**config.mk**
```make
export PLATFORM = sky130hd
export DESIGN_NAME = ser_cmd_rx
export DESIGN_NICKNAME = d
export VERILOG_FILES = /design/src/rtl/ser_cmd_rx_pkg.sv /design/src/rtl/ser_cmd_rx_ctrl.sv /design/src/rtl/ser_cmd_rx_dp.sv /design/src/rtl/ser_cmd_rx.sv
export SDC_FILE = /design/constraint.sdc
export NUM_CORES = 1
export LEC_CHECK = 0
export CAP_MARGIN = 5
export CELL_PAD_IN_SITES_DETAIL_PLACEMENT = 1
export CELL_PAD_IN_SITES_GLOBAL_PLACEMENT = 2
export CORE_UTILIZATION = 30
export CTS_CLUSTER_DIAMETER = 120
export CTS_CLUSTER_SIZE = 12
export DETAILED_ROUTE_END_ITERATION = 10
export PLACE_DENSITY = 0.7
export SYNTH_ARGS = -nofsm -noshare
export SYNTH_HDL_FRONTEND = slang
export SYNTH_HIERARCHICAL = 1
export SYNTH_SLANG_ARGS = --single-unit
```
**constraint.sdc**
```tcl
create_clock -name clk -period 4.6 [get_ports clk]
set_input_delay 1.15 -clock clk [delete_from_list [all_inputs] [get_ports clk]]
set_output_delay 1.15 -clock clk [all_outputs]
set_load 0.02 [all_outputs]
```
**src/rtl/ser_cmd_rx_pkg.sv**
```systemverilog
package ser_cmd_rx_pkg;

  // Strobes from the bit-count control to the lane datapath.
  typedef struct packed {
    logic shiftEn;   // sample all three lanes on this edge
    logic lastBit;   // this edge samples the final bit of a command
  } rxCtl_t;

endpackage

```
**src/rtl/ser_cmd_rx_ctrl.sv**
```systemverilog
module ser_cmd_rx_ctrl
  import ser_cmd_rx_pkg::*;
#(
  parameter int WORD_W = 16
) (
  input  logic   clk,
  input  logic   rstN,
  input  logic   frmIn,
  output rxCtl_t ctl
);

  localparam int CNT_W = $clog2(WORD_W);
  localparam logic [CNT_W-1:0] LAST = CNT_W'(WORD_W - 1);

  logic             busy;
  logic [CNT_W-1:0] bitCnt;

  // An idle receiver starts on a frame bit; a busy one ignores the frame lane.
  always_comb begin
    ctl.shiftEn = busy | frmIn;
    ctl.lastBit = busy && (bitCnt == LAST);
  end

  always_ff @(posedge clk) begin
    if (!rstN) begin
      busy   <= 1'b0;
      bitCnt <= '0;
    end else if (!busy) begin
      if (frmIn) begin
        busy   <= 1'b1;
        bitCnt <= CNT_W'(1);
      end
    end else if (bitCnt == LAST) begin
      busy   <= 1'b0;
      bitCnt <= '0;
    end else begin
      bitCnt <= bitCnt + CNT_W'(1);
    end
  end

  // the final bit always returns the receiver to idle
  p_idle_after_last_r9: assert property (@(posedge clk) disable iff (!rstN)
    ctl.lastBit |=> !busy);

  // a start bit in idle leaves the receiver busy
  p_start_on_frame_r1: assert property (@(posedge clk) disable iff (!rstN)
    (!busy && frmIn) |=> busy);

endmodule

```
**src/rtl/ser_cmd_rx_dp.sv**
```systemverilog
module ser_cmd_rx_dp
  import ser_cmd_rx_pkg::*;
#(
  parameter int WORD_W  = 16,
  parameter int CHIP_W  = 4,
  parameter int CHIP_HI = 14
) (
  input  logic              clk,
  input  logic              rstN,
  input  rxCtl_t            ctl,
  input  logic [CHIP_W-1:0] chipId,
  input  logic              frmIn,
  input  logic              addrIn,
  input  logic              dataIn,
  input  logic              rdValid,
  input  logic [WORD_W-1:0] rdWord,
  output logic              wrStrobe,
  output logic [WORD_W-1:0] wrAddr,
  output logic [WORD_W-1:0] wrData,
  output logic              frmOut,
  output logic              dataOut
);

  localparam int LEFT_W = $clog2(WORD_W + 1);
  localparam logic [LEFT_W-1:0] FULL = LEFT_W'(WORD_W);

  // Frame bits above the chip field fall off the end; only bits CHIP_HI..0 are kept.
  logic [CHIP_HI:0]    frmSr;
  logic [WORD_W-1:0]   addrSr;
  logic [WORD_W-1:0]   dataSr;
  logic                doneQ;
  logic                chipHit;
  logic [WORD_W-1:0]   respSr;
  logic [LEFT_W-1:0]   respLeft;

  always_ff @(posedge clk) begin
    if (!rstN) begin
      frmSr  <= '0;
      addrSr <= '0;
      dataSr <= '0;
      doneQ  <= 1'b0;
    end else begin
      doneQ <= ctl.lastBit;
      if (ctl.shiftEn) begin
        frmSr  <= {frmSr[CHIP_HI-1:0], frmIn};
        addrSr <= {addrSr[WORD_W-2:0], addrIn};
        dataSr <= {dataSr[WORD_W-2:0], dataIn};
      end
    end
  end

  assign chipHit  = (frmSr[CHIP_HI -: CHIP_W] == chipId);
  assign wrStrobe = doneQ & chipHit;
  assign wrAddr   = addrSr;
  assign wrData   = dataSr;

  // Response register: cleared or loaded on each accepted command, then shifted out.
  always_ff @(posedge clk) begin
    if (!rstN) begin
      respSr   <= '0;
      respLeft <= '0;
    end else if (wrStrobe) begin
      respSr   <= rdValid ? rdWord : '0;
      respLeft <= rdValid ? FULL : '0;
    end else if (respLeft != '0) begin
      respSr   <= {respSr[WORD_W-2:0], 1'b0};
      respLeft <= respLeft - LEFT_W'(1);
    end
  end

  assign frmOut  = (respLeft == FULL);
  assign dataOut = respSr[WORD_W-1];

  // the write strobe never lasts two cycles
  p_strobe_pulse_r4: assert property (@(posedge clk) disable iff (!rstN)
    wrStrobe |=> !wrStrobe);

  // a readable command puts the word MSB and the frame marker out next cycle
  p_resp_start_r6: assert property (@(posedge clk) disable iff (!rstN)
    (wrStrobe && rdValid) |=> (frmOut && dataOut == $past(rdWord[WORD_W-1])));

  // an unreadable command leaves both return lanes quiet
  p_resp_clear_r5: assert property (@(posedge clk) disable iff (!rstN)
    (wrStrobe && !rdValid) |=> (!frmOut && !dataOut));

  // the frame marker covers only one bit
  p_frame_once_r7: assert property (@(posedge clk) disable iff (!rstN)
    frmOut |=> !frmOut);

  // nothing left to send means both lanes are 0
  p_quiet_lanes_r8: assert property (@(posedge clk) disable iff (!rstN)
    (respLeft == '0) |-> (!frmOut && !dataOut));

  // a foreign command does not touch an idle response register
  p_foreign_hold_r3: assert property (@(posedge clk) disable iff (!rstN)
    (doneQ && !chipHit && respLeft == '0) |=> (respLeft == '0));

endmodule

```
**src/rtl/ser_cmd_rx.sv**
```systemverilog
module ser_cmd_rx
  import ser_cmd_rx_pkg::*;
#(
  parameter int WORD_W  = 16,
  parameter int CHIP_W  = 4,
  parameter int CHIP_HI = 14
) (
  input  logic              clk,
  input  logic              rstN,
  input  logic [CHIP_W-1:0] chipId,
  input  logic              frmIn,
  input  logic              addrIn,
  input  logic              dataIn,
  input  logic              rdValid,
  input  logic [WORD_W-1:0] rdWord,
  output logic              wrStrobe,
  output logic [WORD_W-1:0] wrAddr,
  output logic [WORD_W-1:0] wrData,
  output logic              frmOut,
  output logic              dataOut
);

  rxCtl_t ctl;

  ser_cmd_rx_ctrl #(.WORD_W(WORD_W)) u_ctrl (
    .clk   (clk),
    .rstN  (rstN),
    .frmIn (frmIn),
    .ctl   (ctl)
  );

  ser_cmd_rx_dp #(
    .WORD_W  (WORD_W),
    .CHIP_W  (CHIP_W),
    .CHIP_HI (CHIP_HI)
  ) u_dp (
    .clk      (clk),
    .rstN     (rstN),
    .ctl      (ctl),
    .chipId   (chipId),
    .frmIn    (frmIn),
    .addrIn   (addrIn),
    .dataIn   (dataIn),
    .rdValid  (rdValid),
    .rdWord   (rdWord),
    .wrStrobe (wrStrobe),
    .wrAddr   (wrAddr),
    .wrData   (wrData),
    .frmOut   (frmOut),
    .dataOut  (dataOut)
  );

endmodule

```
After elaboration in Yosys (flattened, before gate mapping)
Index checks and enable logic that the tools add are counted.
Widths: inputs -> output; s select.
{"block": "classes", "add_sub_neg": 2, "eq_ne": 3, "n_mux": 12, "n_bitwise": 2, "reduce_logical": 4}
{"operator": "$mux 16", "count": 3}
{"operator": "$mux 5", "count": 3}
{"operator": "$mux 4", "count": 3}
{"operator": "$eq 5x5->1 const B", "count": 1}
{"operator": "$reduce_bool 5->1", "count": 1}
{"operator": "$sub 5x1->5 const B", "count": 1}
{"operator": "$add 4x1->4 const B", "count": 1}
{"operator": "$eq 4x4->1", "count": 1}
{"operator": "$eq 4x4->1 const B", "count": 1}
{"operator": "$reduce_bool 2->1", "count": 2}
{"operator": "$mux 1", "count": 3}
{"operator": "$and 1x1->1", "count": 1}
{"operator": "$logic_and 1x1->1", "count": 1}
{"operator": "$or 1x1->1", "count": 1}
{"block": "word_totals", "register_bits": 74, "input_bits": 26, "output_inout_bits": 35, "wordCells": 31}

Longest topological paths before layout
Gate-level depths: netlist of run 1.
{"block": "depth", "ltp_word": 3, "ltp_mapped": 7, "depth_no_buf": 6}

Modules after synthesis
Netlist of run 1, hierarchy kept.
{"mod": "ser_cmd_rx_dp", "instances": 1, "cells_per_inst": 272, "area_each_um2": 2999.1}
{"mod": "ser_cmd_rx_ctrl", "instances": 1, "cells_per_inst": 29, "area_each_um2": 272.8}

Least setup slack after synthesis of run 1
No wires, ideal clock.
{"block": "synth_timing", "path_kind": "input to output", "start": "input port chipId[2]", "end": "output port wrStrobe", "arrival_ns": 1.908, "setup_slack_ns": 1.542, "cell_stages": 3, "path_cell_list": "xor2_1 nor4_4 buf_6"}
{"block": "synth_between", "elab_chain_cells": 2}
{"item": "from (decl)", "line_no": "ser_cmd_rx.sv:10", "source": "input logic [CHIP_W-1:0] chipId,"}
{"item": "$eq 4x4->1", "line_no": "ser_cmd_rx_dp.sv:52", "source": "assign chipHit = (frmSr[CHIP_HI -: CHIP_W] == chipId);"}
{"item": "$and 1x1->1", "line_no": "ser_cmd_rx_dp.sv:53", "source": "assign wrStrobe = doneQ & chipHit;"}
{"item": "to (decl)", "line_no": "ser_cmd_rx.sv:16", "source": "output logic wrStrobe,"}
Every way passes these cells.

Final worst setup path of run 1
Ends and elaborated chain as after synthesis.

==> results of run 1 <==
[cell type report]
type	instances	share of cell area, %
inverter	4	0.365
multi-input combinational	202	39.1
clock inverter	6	1.61
tap	136	4.14
timing repair buffer	65	15.4
clock buffer	10	3.35
sequential	74	36.1
[cell usage after synthesis, types with 2 or more instances]
cell type | instances | area [um2]
buf_2 | 5 | 25.0
a21oi_1 | 2 | 10.0
xnor2_1 | 4 | 35.0
ha_1 | 2 | 25.0
dfxtp_1 | 74 | 1480
nor2_1 | 2 | 7.51
nand2_1 | 20 | 75.1
nor3b_1 | 5 | 37.5
nor2b_1 | 49 | 307
mux2_1 | 15 | 169
clkbuf_1 | 6 | 22.5
clkbuf_8 | 4 | 55.1
inv_1 | 4 | 15.0
mux2i_1 | 65 | 651
nand3_1 | 17 | 85.1
and2_1 | 2 | 12.5
buf_6 | 6 | 67.6
a31oi_1 | 2 | 12.5
xor2_1 | 3 | 26.3
[registers in the layout, summed over array words and instances, names as in the netlist]
signal and flops:
u_dp/respSr 16, u_dp/wrAddr 16, u_dp/wrData 16, u_dp/frmSr 15, u_dp/respLeft 5, u_ctrl/bitCnt 4
u_ctrl/busy 1, u_dp/doneQ 1
[metal layers]
| metal | GRT usage (%) | up-vias | share of wire (%) |
|---|---|---|---|
| met4 | 3.82 | 0 | 1.2 |
| met5 | 0 | - | 0 |
| li1 | - | 1132 | - |
| met2 | 18.8 | 51 | 43 |
| met1 | 15.9 | 1071 | 51 |
| met3 | 3.99 | 7 | 4.9 |
[per-stage QoR]
step	hold WS, ns	setup WS [ns]	instances	cell area (um2)	utilization, %
6_report	0.477	0.560	497	4110	39.3
5_1_grt	0.492	0.510	497	4110	39.3
4_1_cts	0.474	0.573	497	4110	39.3
3_5_place_dp	0.462	0.580	481	3910	37.3
3_3_place_gp	0.458	0.564	481	3910	37.3
2_1_floorplan	0.442	1.54	301	3270	-
[worst max-delay path by stage]
stage | from | to | slack (ns)
2_1_floorplan | chipId[2] | wrStrobe | 1.54
3_3_place_gp | chipId[2] | wrStrobe | 0.56
3_5_place_dp | chipId[2] | wrStrobe | 0.58
4_1_cts | chipId[2] | wrStrobe | 0.57
5_1_grt | chipId[2] | wrStrobe | 0.51
6_report | chipId[2] | wrStrobe | 0.56
[power breakdown]
| group | switching, W | internal (W) | total, W |
|---|---|---|---|
| Clock | 0.000246 | 0.000265 | 0.000511 |
| Combinational | 0.000130 | 0.000136 | 0.000266 |
| Sequential | 0.0000233 | 0.000661 | 0.000685 |
[logic make-up (layout without fill, tap and decap cells)]
| logic type | count (synthesis) | in the layout | share of synthesized area (%) |
|---|---|---|---|
| multiplexers | 80 | 80 | 25.0 |
| AND/OR/NAND/NOR | 104 | 104 | 19.6 |
| XOR/XNOR | 7 | 7 | 1.87 |
| adder cells (fa/ha/maj) | 2 | 2 | 0.765 |
| buffers and inverters | 25 | 85 | 5.66 |
| AO/OA/AOI/OAI | 9 | 9 | 1.76 |
| flip-flops | 74 | 74 | 45.3 |
[worst reg2reg max path, cell delays in order (launching register included)]
cell     delay (ns)
dfxtp_1        0.33
inv_1          0.09
ha_1           0.21
nor4b_4        0.40
buf_4          0.33
mux2_1         0.35
nand2_1        0.08
mux2i_1        0.08
==> results.md, run 1 <==
* Outcome: complete, no violations
* FP Rows at 37
* Kind of cell adding the most delay to the critical path: buffers and inverters
* Total power divided by cell area at 356 mW/mm2
* Slowest stage cell on the critical path: clkdlybuf4s50_1
* Reg2reg start: u_dp/respLeft[0]$_SDFFE_PN0P_
* Post-CTS setup buffer count at 0
* Number of vias per cell at 4.55
* Sequential area share after synthesis at 45.3%
* Fillers at 1194
* Most used flip-flop cell after synthesis: dfxtp_1
* Post-synthesis instance area at 0.00327 mm2
* Placeable core region at 0.0105 mm2
* Largest stage delay on the critical path at 0.69 ns
* Die width at 106 um
* Critical Path Stages at 4
* Overall routing resource usage at 12.1%
* Number of CTS-inserted buffers at 9
* Transition time at the pin with the least slew margin at 0.870 ns
* Max-Cap Viols at 0
* Path type of the worst min-delay path: reg2reg
* Max Freq at 248 MHz
* ANT cells at 0
* Layout cell share with drive strength beyond 1 at 8.03%
* Pins over their slew limit at 0
* Post-route setup TNS at 0 ns
* Vias at 2261
* Count of pins on the block boundary at 61
* Post-detailed-route count of antenna-violating nets at 0
* Critical path cell sequence: clkdlybuf4s50_1 > xor2_1 > nor4_4 > clkdlybuf4s50_1
* Post-CTS Hold Fix Bufs at 0
* CP endpoint kind: output port
* Unrepaired setup endpoints after global routing: false
* Total clock sinks at 74
* Most frequent cells in the layout: 74 x dfxtp_1, 65 x mux2i_1, 59 x clkdlybuf4s50_1
* TritonCTS clock tree: built
* Number of cells produced by synthesis at 301
* Worst-skew pair later-pin latency at 0.33 ns
* Violation count after the first detailed-routing iteration at 37
* Antenna violations before repair at 0
* Setup slack on the worst flop-to-flop path at 2.61 ns
* Endpoint with the worst hold slack: u_dp/respSr[0]$_SDFFE_PN0P_
* Most common library cell in the layout ignoring fill and taps: dfxtp_1
* Period Utilization, post-route at 87.8%
* Count of cell types in the netlist at 33
* Depth of the worst hold-timing path at 2
* Aggregate global routing overflow at 0
* Normalized max-slew margin at 42.0%
* Worst-path fanout max at 2
* Area of the multi-input gates at 0.00161 mm2
* Most frequent cell on the critical path: clkdlybuf4s50_1
* Fin crit period at 4.04 ns
* Number of buffers on the longest clock path at 2
* Last weighted congestion value of the routability-driven placer at 0.661
* Min-delay src: u_dp/respSr[0]$_SDFFE_PN0P_
* Buffer type at the clock tree root: clkbuf_8
* Critical Path Start Type: primary input
* Final HPWL from detailed placement at 4360 um
* Port bufs at 60
* First-pass iteration count of the detailed router at 4
* Category of the most critical setup path: in2out
* Worst path buffer plus inverter count at 2
* Total die area at 0.0113 mm2
* FF-to-FF path depth at 7
* Maximum number of pins on one net before global-route repair at 53
* Wire length per cell after detailed routing at 13.0 um
* Remaining DRCs at 0
* Die Y at 106 um
* Worst Skew at 0.00694 ns
* Arrival time reported for the critical path endpoint at 2.89 ns
* Peak supply drop at 0.139 mV
* Number of nets in the synthesized netlist at 329
* Wire length of the first global-routing pass at 10900 um
* CTS resizes at 0
* Via count of the first global-routing pass at 2245
* Leakage power summed over all cells at 1.61 nW
* Count of endpoints failing hold in the final timing report at 0
* Number of H-tree levels at 3
* Worst EP required at 3.45 ns
* Reg2Reg Capture Point: u_dp/respSr[9]$_SDFFE_PN0P_
* Drt total wl at 6460 um
* # nets final at 384
* Final setup violation count at 0
* Register cell area after layout at 0.00148 mm2
* Area growth from synthesis to final layout at 25.6%
* FF+latch count, synth at 74
* Count of flip-flops with a built-in enable after synthesis at 0
* Total of warnings raised by yosys at 6
* Total power consumption of the routed design at 0.00146 W
* Average cell area after synthesis at 10.9 um2
* Clock Pin Slew Worst Setup and Hold Paths at 0.08 ns
* Effective utilization at floorplan at 31.3%
* Proportion of register bits with asynchronous set or reset after synthesis at 0%
No activity file was read; power rests on OpenSTA's default activity.
==> run 2: changes to the inputs <==
Settings changed: CTS_CLUSTER_DIAMETER 120 to 80.
==> results of run 2 <==
The final DEF is identical to that of run 1; final timing and power are the same.
